## src/rtl/spi_regfront_pkg.sv

```systemverilog
`timescale 1ns/1ps
package spi_regfront_pkg;
  localparam int ADDR_W = 8;
  localparam logic [ADDR_W-1:0] OFF_RXD = 8'h00;
  localparam logic [ADDR_W-1:0] OFF_TXD = 8'h04;
  localparam logic [ADDR_W-1:0] OFF_CTL = 8'h08;
  localparam logic [ADDR_W-1:0] OFF_IEN = 8'h0c;
  localparam logic [ADDR_W-1:0] OFF_STS = 8'h10;
  localparam logic [ADDR_W-1:0] OFF_LVL = 8'h28;
  localparam int CB_TX_FLUSH = 8;
  localparam int CB_RX_FLUSH = 9;
  localparam int CB_GO       = 10;
  localparam int IB_DONE     = 16;
  localparam int LVL_TX_LSB  = 16;
endpackage

```

## src/rtl/spi_byte_fifo.sv

```systemverilog
`timescale 1ns/1ps
module spi_byte_fifo #(
  parameter int DEPTH = 64,
  parameter int W     = 8,
  localparam int PTR_W = $clog2(DEPTH),
  localparam int CNT_W = PTR_W + 1
) (
  input  logic             clk_i,
  input  logic             rst_ni,
  input  logic             flush_i,
  input  logic             push_i,
  input  logic [W-1:0]     data_i,
  input  logic             pop_i,
  output logic [W-1:0]     data_o,
  output logic [CNT_W-1:0] level_o,
  output logic             full_o,
  output logic             empty_o
);
  logic [W-1:0]     mem_q [DEPTH];
  logic [PTR_W-1:0] wr_q, rd_q;
  logic [CNT_W-1:0] cnt_q;
  logic             push_ok, pop_ok;

  assign full_o  = (cnt_q == CNT_W'(DEPTH));
  assign empty_o = (cnt_q == '0);
  assign push_ok = push_i && !full_o;
  assign pop_ok  = pop_i && !empty_o;
  assign data_o  = mem_q[rd_q];
  assign level_o = cnt_q;

  always_ff @(posedge clk_i) begin
    if (push_ok && !flush_i) mem_q[wr_q] <= data_i;
  end

  always_ff @(posedge clk_i or negedge rst_ni) begin
    if (!rst_ni) begin
      wr_q  <= '0;
      rd_q  <= '0;
      cnt_q <= '0;
    end else if (flush_i) begin
      wr_q  <= '0;
      rd_q  <= '0;
      cnt_q <= '0;
    end else begin
      if (push_ok) wr_q <= (wr_q == PTR_W'(DEPTH - 1)) ? '0 : wr_q + 1'b1;
      if (pop_ok)  rd_q <= (rd_q == PTR_W'(DEPTH - 1)) ? '0 : rd_q + 1'b1;
      case ({push_ok, pop_ok})
        2'b10:   cnt_q <= cnt_q + 1'b1;
        2'b01:   cnt_q <= cnt_q - 1'b1;
        default: cnt_q <= cnt_q;
      endcase
    end
  end
endmodule

```

## src/rtl/spi_irq_unit.sv

```systemverilog
`timescale 1ns/1ps
module spi_irq_unit #(
  parameter int          DW       = 32,
  parameter int          DONE_BIT = 16,
  parameter logic [DW-1:0] IMPL   = DW'(1) << DONE_BIT
) (
  input  logic          clk_i,
  input  logic          rst_ni,
  input  logic          ien_wr_i,
  input  logic          sts_wr_i,
  input  logic [DW-1:0] wdata_i,
  input  logic [DW-1:0] mask_i,
  input  logic          done_i,
  output logic [DW-1:0] ien_o,
  output logic [DW-1:0] sts_o,
  output logic          irq_o
);
  logic [DW-1:0] ien_q, sts_q, sts_d;

  always_comb begin
    sts_d = sts_q;
    if (sts_wr_i) sts_d = sts_d & ~(wdata_i & mask_i);
    if (done_i)   sts_d[DONE_BIT] = 1'b1;  // set beats clear
    sts_d = sts_d & IMPL;
  end

  always_ff @(posedge clk_i or negedge rst_ni) begin
    if (!rst_ni) begin
      ien_q <= '0;
      sts_q <= '0;
    end else begin
      if (ien_wr_i) ien_q <= (ien_q & ~mask_i) | (wdata_i & mask_i);
      sts_q <= sts_d;
    end
  end

  assign ien_o = ien_q;
  assign sts_o = sts_q;
  assign irq_o = |(sts_q & ien_q);
endmodule

```

## src/rtl/spi_regfront.sv

```systemverilog
`timescale 1ns/1ps
module spi_regfront
  import spi_regfront_pkg::*;
#(
  parameter int DEPTH = 64,
  localparam int DW    = 32,
  localparam int BW    = 8,
  localparam int NB    = DW / BW,
  localparam int CNT_W = $clog2(DEPTH) + 1
) (
  input  logic              clk_i,
  input  logic              rst_ni,
  input  logic              bus_sel_i,
  input  logic              bus_we_i,
  input  logic [ADDR_W-1:0] bus_addr_i,
  input  logic [NB-1:0]     bus_be_i,
  input  logic [DW-1:0]     bus_wdata_i,
  output logic [DW-1:0]     bus_rdata_o,
  output logic [DW-1:0]     ctl_word_o,
  output logic              xch_o,
  input  logic              eng_done_i,
  input  logic              tx_pop_i,
  output logic [BW-1:0]     tx_data_o,
  output logic              tx_empty_o,
  output logic [CNT_W-1:0]  tx_level_o,
  input  logic              rx_push_i,
  input  logic [BW-1:0]     rx_data_i,
  output logic              rx_full_o,
  output logic [CNT_W-1:0]  rx_level_o
  ,output logic             irq_o
);
  logic [DW-1:0] mask, ctl_q, ien_w, sts_w;
  logic          go_q;
  logic          wr, rd, ctl_wr, txd_wr, rxd_rd;
  logic          tx_flush, rx_flush, tx_full_w, rx_empty_w;
  logic [BW-1:0] rx_head;

  always_comb begin
    for (int i = 0; i < NB; i++) mask[i*BW +: BW] = {BW{bus_be_i[i]}};
  end

  assign wr     = bus_sel_i && bus_we_i;
  assign rd     = bus_sel_i && !bus_we_i;
  assign ctl_wr = wr && (bus_addr_i == OFF_CTL);
  assign txd_wr = wr && (bus_addr_i == OFF_TXD) && bus_be_i[0];
  assign rxd_rd = rd && (bus_addr_i == OFF_RXD);

  assign tx_flush = ctl_wr && mask[CB_TX_FLUSH] && bus_wdata_i[CB_TX_FLUSH];
  assign rx_flush = ctl_wr && mask[CB_RX_FLUSH] && bus_wdata_i[CB_RX_FLUSH];

  localparam logic [DW-1:0] CTL_KEEP =
    ~((DW'(1) << CB_TX_FLUSH) | (DW'(1) << CB_RX_FLUSH) | (DW'(1) << CB_GO));

  always_ff @(posedge clk_i or negedge rst_ni) begin
    if (!rst_ni) begin
      ctl_q <= '0;
      go_q  <= 1'b0;
    end else begin
      if (ctl_wr) ctl_q <= ((ctl_q & ~mask) | (bus_wdata_i & mask)) & CTL_KEEP;
      if (ctl_wr && mask[CB_GO] && bus_wdata_i[CB_GO]) go_q <= 1'b1;
      else if (eng_done_i)                              go_q <= 1'b0;
    end
  end

  assign ctl_word_o = ctl_q | (DW'(go_q) << CB_GO);
  assign xch_o      = go_q;

  spi_byte_fifo #(.DEPTH(DEPTH), .W(BW)) u_tx (
    .clk_i, .rst_ni,
    .flush_i (tx_flush),
    .push_i  (txd_wr),
    .data_i  (bus_wdata_i[BW-1:0]),
    .pop_i   (tx_pop_i),
    .data_o  (tx_data_o),
    .level_o (tx_level_o),
    .full_o  (tx_full_w),
    .empty_o (tx_empty_o)
  );

  spi_byte_fifo #(.DEPTH(DEPTH), .W(BW)) u_rx (
    .clk_i, .rst_ni,
    .flush_i (rx_flush),
    .push_i  (rx_push_i),
    .data_i  (rx_data_i),
    .pop_i   (rxd_rd),
    .data_o  (rx_head),
    .level_o (rx_level_o),
    .full_o  (rx_full_o),
    .empty_o (rx_empty_w)
  );

  spi_irq_unit #(.DW(DW), .DONE_BIT(IB_DONE)) u_irq (
    .clk_i, .rst_ni,
    .ien_wr_i (wr && (bus_addr_i == OFF_IEN)),
    .sts_wr_i (wr && (bus_addr_i == OFF_STS)),
    .wdata_i  (bus_wdata_i),
    .mask_i   (mask),
    .done_i   (eng_done_i),
    .ien_o    (ien_w),
    .sts_o    (sts_w),
    .irq_o    (irq_o)
  );

  always_comb begin
    bus_rdata_o = '0;
    unique case (bus_addr_i)
      OFF_RXD: bus_rdata_o = rx_empty_w ? '0 : DW'(rx_head);
      OFF_CTL: bus_rdata_o = ctl_word_o;
      OFF_IEN: bus_rdata_o = ien_w;
      OFF_STS: bus_rdata_o = sts_w;
      OFF_LVL: bus_rdata_o = (DW'(tx_level_o) << LVL_TX_LSB) | DW'(rx_level_o);
      default: bus_rdata_o = '0;
    endcase
  end
endmodule

```

## config.mk

```make
export PLATFORM = sky130hd
export DESIGN_NAME = spi_regfront
export DESIGN_NICKNAME = d
export VERILOG_FILES = /design/src/rtl/spi_regfront_pkg.sv /design/src/rtl/spi_byte_fifo.sv /design/src/rtl/spi_irq_unit.sv /design/src/rtl/spi_regfront.sv
export SDC_FILE = /design/constraint.sdc
export NUM_CORES = 1
export LEC_CHECK = 0
export ABC_AREA = 1
export BUFFER_PORTS_ARGS = -buffer_cell sky130_fd_sc_hd__buf_2
export CORE_MARGIN = 2
export CORE_UTILIZATION = 30
export DETAILED_ROUTE_END_ITERATION = 6
export SLEW_MARGIN = 40
export SYNTH_ARGS = -nofsm -noshare
export SYNTH_HDL_FRONTEND = slang
export SYNTH_HIERARCHICAL = 1
export SYNTH_SLANG_ARGS = --single-unit
```

## constraint.sdc

```tcl
create_clock -name clk_i -period 2.7 [get_ports clk_i]
set_input_delay 0.135 -clock clk_i [delete_from_list [all_inputs] [get_ports clk_i]]
set_output_delay 0.135 -clock clk_i [all_outputs]
set_load 0.01 [all_outputs]
```

==> impl_metrics.tcl <==
set metrics [dict create \
    cts_buffer_depth 3 \
    routed_via_density 4.91 \
    syn2layout_area_growth_pct 29.4 \
    ant_nets 0 \
    p_per_area_mw_per_mm2 810 \
    timing.hold.ws_ns 0.0478 \
    die_x_um 411 \
    r2r_start "u_rx/level_o[4]" \
    grt_overflow 0 \
    grt_pass1_vias 35881 \
    slew_viol_final 0 \
    clkTransAtPathRegs_ns 0.06 \
    hp-class "in -> reg" \
    nets 5455 \
    synth.cell_area_mm2 0.0497 \
    slew_headroom 0.436 \
    max_freq_mhz 311 \
    grt_usage 0.171 \
    synth_seq_area_share 0.670 \
    cts_tree "yes" \
    avgSynthCellArea_um2 10.2 \
    ios 149 \
    die_area_mm2 0.169 \
    hpwl_um 86400 \
    layout_commonest_cell "nand2_1" \
    antenna_found_initial 4 \
    clkLatencyLatePin_ns 0.78 \
    fin_skew_ns 0.0727 \
    cts_buffers 116 \
    initial_utilization 0.302 \
    setup_violations 16 \
    ys_ff_latch 1125 \
    synth_top_cell_area_share 0.619 \
    synth_top_area_cell "edfxtp_1" \
    drt_first_iter_violations 4098 \
    fin_cells 7668 \
    place.gp.congestion 0.874 \
    syn_inst 4882 \
    synth_edf_count 1024 \
    synthDistinctLibCells 40 \
    violations "negative setup slack" \
    vias 37622 \
    die_y_um 411 \
    rows 149 \
    layout_min_cycle_time_ns 3.21 \
    dp_slack_ns -0.0362 \
    fill_cells 15701 \
    yosys-top-cells-area "edfxtp_1 62%, nand2_1 14%, nand3_1 7.9%" \
    grt_max_degree 67 \
    post-route-util 0.390 \
    tightest_slew_ns 0.844 \
    cap_violations 0 \
    period_share 1.19 \
    status "finished with violations" \
    dp_cells 7259 \
    first_pass_iters 6 \
    final_cell_mix "1666 x nand2_1, 1024 x edfxtp_1, 485 x nand3_1" \
    endpoint_kind "output port" \
    cts_max_level 3 \
    synthArstFlopShare 0.0898 \
    hold_viol_final 0 \
    grt_setup_unrepaired "yes" \
    p_leak_nw 26.3 \
    cts-root-buf "clkbuf_16" \
    post-route-drc-count 0 \
    startpoint "u_rx/rd_q[0]" \
    io_buffers 146 \
    yosysWarnings 6 \
    worst-setup-path-type "reg -> out" \
    crit_fanout 14 \
    cp.required_ns 2.57 \
    start_kind "register" \
    grt_first_pass_wirelength_um 222000 \
    fp.coreArea_mm2 0.165 \
    arrival_ns 3.08 \
    worstHoldStart "bus_wdata_i[7]" \
    wl_um 153000 \
    setup_slack_ns -0.511 \
    drive_gt1_frac 0.238 \
    routedWlPerCell_um 19.9 \
    cts.sink_count 1125 \
    synth_ff_type "edfxtp_1" \
    vdd_drop_max_v 0.000687 \
]
## stage by stage
| stage | total power [mW] | cell area, µm² | TNS, ns |
|---|---|---|---|
| after floorplan | 26.7 | 49800 | 0 |
| after global placement | 30.8 | 54400 | -0.0419 |
| after detailed placement | 30.9 | 54400 | -0.0362 |
| after CTS | 50.3 | 61900 | -6.18 |
| after global routing | 54.0 | 64300 | -6.96 |
| final | 52.1 | 64300 | -5.36 |
## sequential cells by signal, indices dropped and copies added, names as in the netlist, named ones only
register and cells:
xch_o 1, u_rx/wr_q 6, u_tx/rd_q 6, u_tx/mem_q 512, u_tx/wr_q 6, u_rx/mem_q 512, u_tx/level_o 7, u_rx/rd_q 6
u_irq/sts_o 1, u_rx/level_o 7
## per-layer routing
metal,global-route usage,routed length [µm],vias to the layer above
met1,0.236,64500,18453
met2,0.274,71800,1648
met5,0,0,-
met4,0.0535,4100,0
li1,-,-,17260
met3,0.0296,12300,261
## synth_stat cells (3+ instances only)
cell	n
nand4_1	42
nor2_1	194
nor2_4	3
clkinv_1	8
xnor2_1	6
o22ai_1	4
nor2_2	9
nand2_1	1842
nor3b_1	3
buf_2	119
nand4_2	10
nand3_1	784
xor2_1	6
dfrtp_1	101
nand2_2	5
nor3_1	4
ha_1	14
edfxtp_1	1024
o21ai_0	23
o21ai_1	16
clkbuf_1	40
a21oi_1	78
inv_4	4
buf_6	15
or2_2	6
buf_4	84
inv_1	397
buf_1	20
## area by class of cell
cell class	count	area, µm²	area share
Tap cell	2189	2740	0.0426
Timing Repair inverter	2	46.3	0.000720
Clock buffer	153	3170	0.0493
Clock inverter	62	627	0.00975
Antenna cell	2	5.00	0.0000778
Timing Repair Buffer	625	6960	0.108
Inverter	409	1580	0.0246
Sequential cell	1125	33300	0.518
Multi-Input combinational cell	3101	15900	0.247
## critical path, stage by stage, from the launching register on
cell	delay (ns)
dfrtp_4	0.45
buf_12	0.21
clkinv_16	0.13
clkbuf_16	0.20
nand2_1	0.06
nand2_1	0.06
a21oi_1	0.23
nand3_2	0.18
nand3_2	0.12
nand2_1	0.06
nand2_1	0.06
nand2_1	0.06
nand2_1	0.06
nor2_1	0.05
nor2_1	0.12
nand2_1	0.09
buf_2	0.14
## what timing repair did
action | 4_1_cts | 5_1_grt
endpoints found under the hold margin | 850 | 26
endpoints found under the setup margin | 16 | 21
gates cloned | 44 | 29
gates resized for setup | 333 | 425
pin swaps | 84 | 218
hold buffers | 76 | 1
buffers inserted | 38 | 18
## path summary, 6_finish.rpt
check,end,slack (ns),cells after the start
setup / recovery,bus_rdata_o[3],-0.51,16
hold / removal,u_tx/mem_q[42][7],0.05,2
setup reg to reg,u_rx/mem_q[26][0],0.22,8
hold reg to reg,register,0.48,2
max in group asynchronous,async pin,1.83,4
min in group asynchronous,async pin,0.54,4
## power by group
part           total (mW)  leakage [nW]  switching, mW  internal, mW
clock                15.9          1.85           6.92          9.03
sequential           19.8          10.5          0.360          19.4
combinational        16.4          13.9           10.1          6.27
total                52.1          26.3           17.4          34.7
## logic make-up (layout without fill, tap and decap cells)
kind of cell             after synthesis  after routing  synth area share
other                                  2             35          0.000151
adder cells (fa/ha/maj)               16             16           0.00433
XOR/XNOR                              12             12           0.00211
flip-flops                          1125           1125             0.670
buffers and inverters                687           1251            0.0637
AO/OA/AOI/OAI                        131            131            0.0138
AND/OR/NAND/NOR                     2909           2909             0.246
Power figures use the tool's default switching activity.
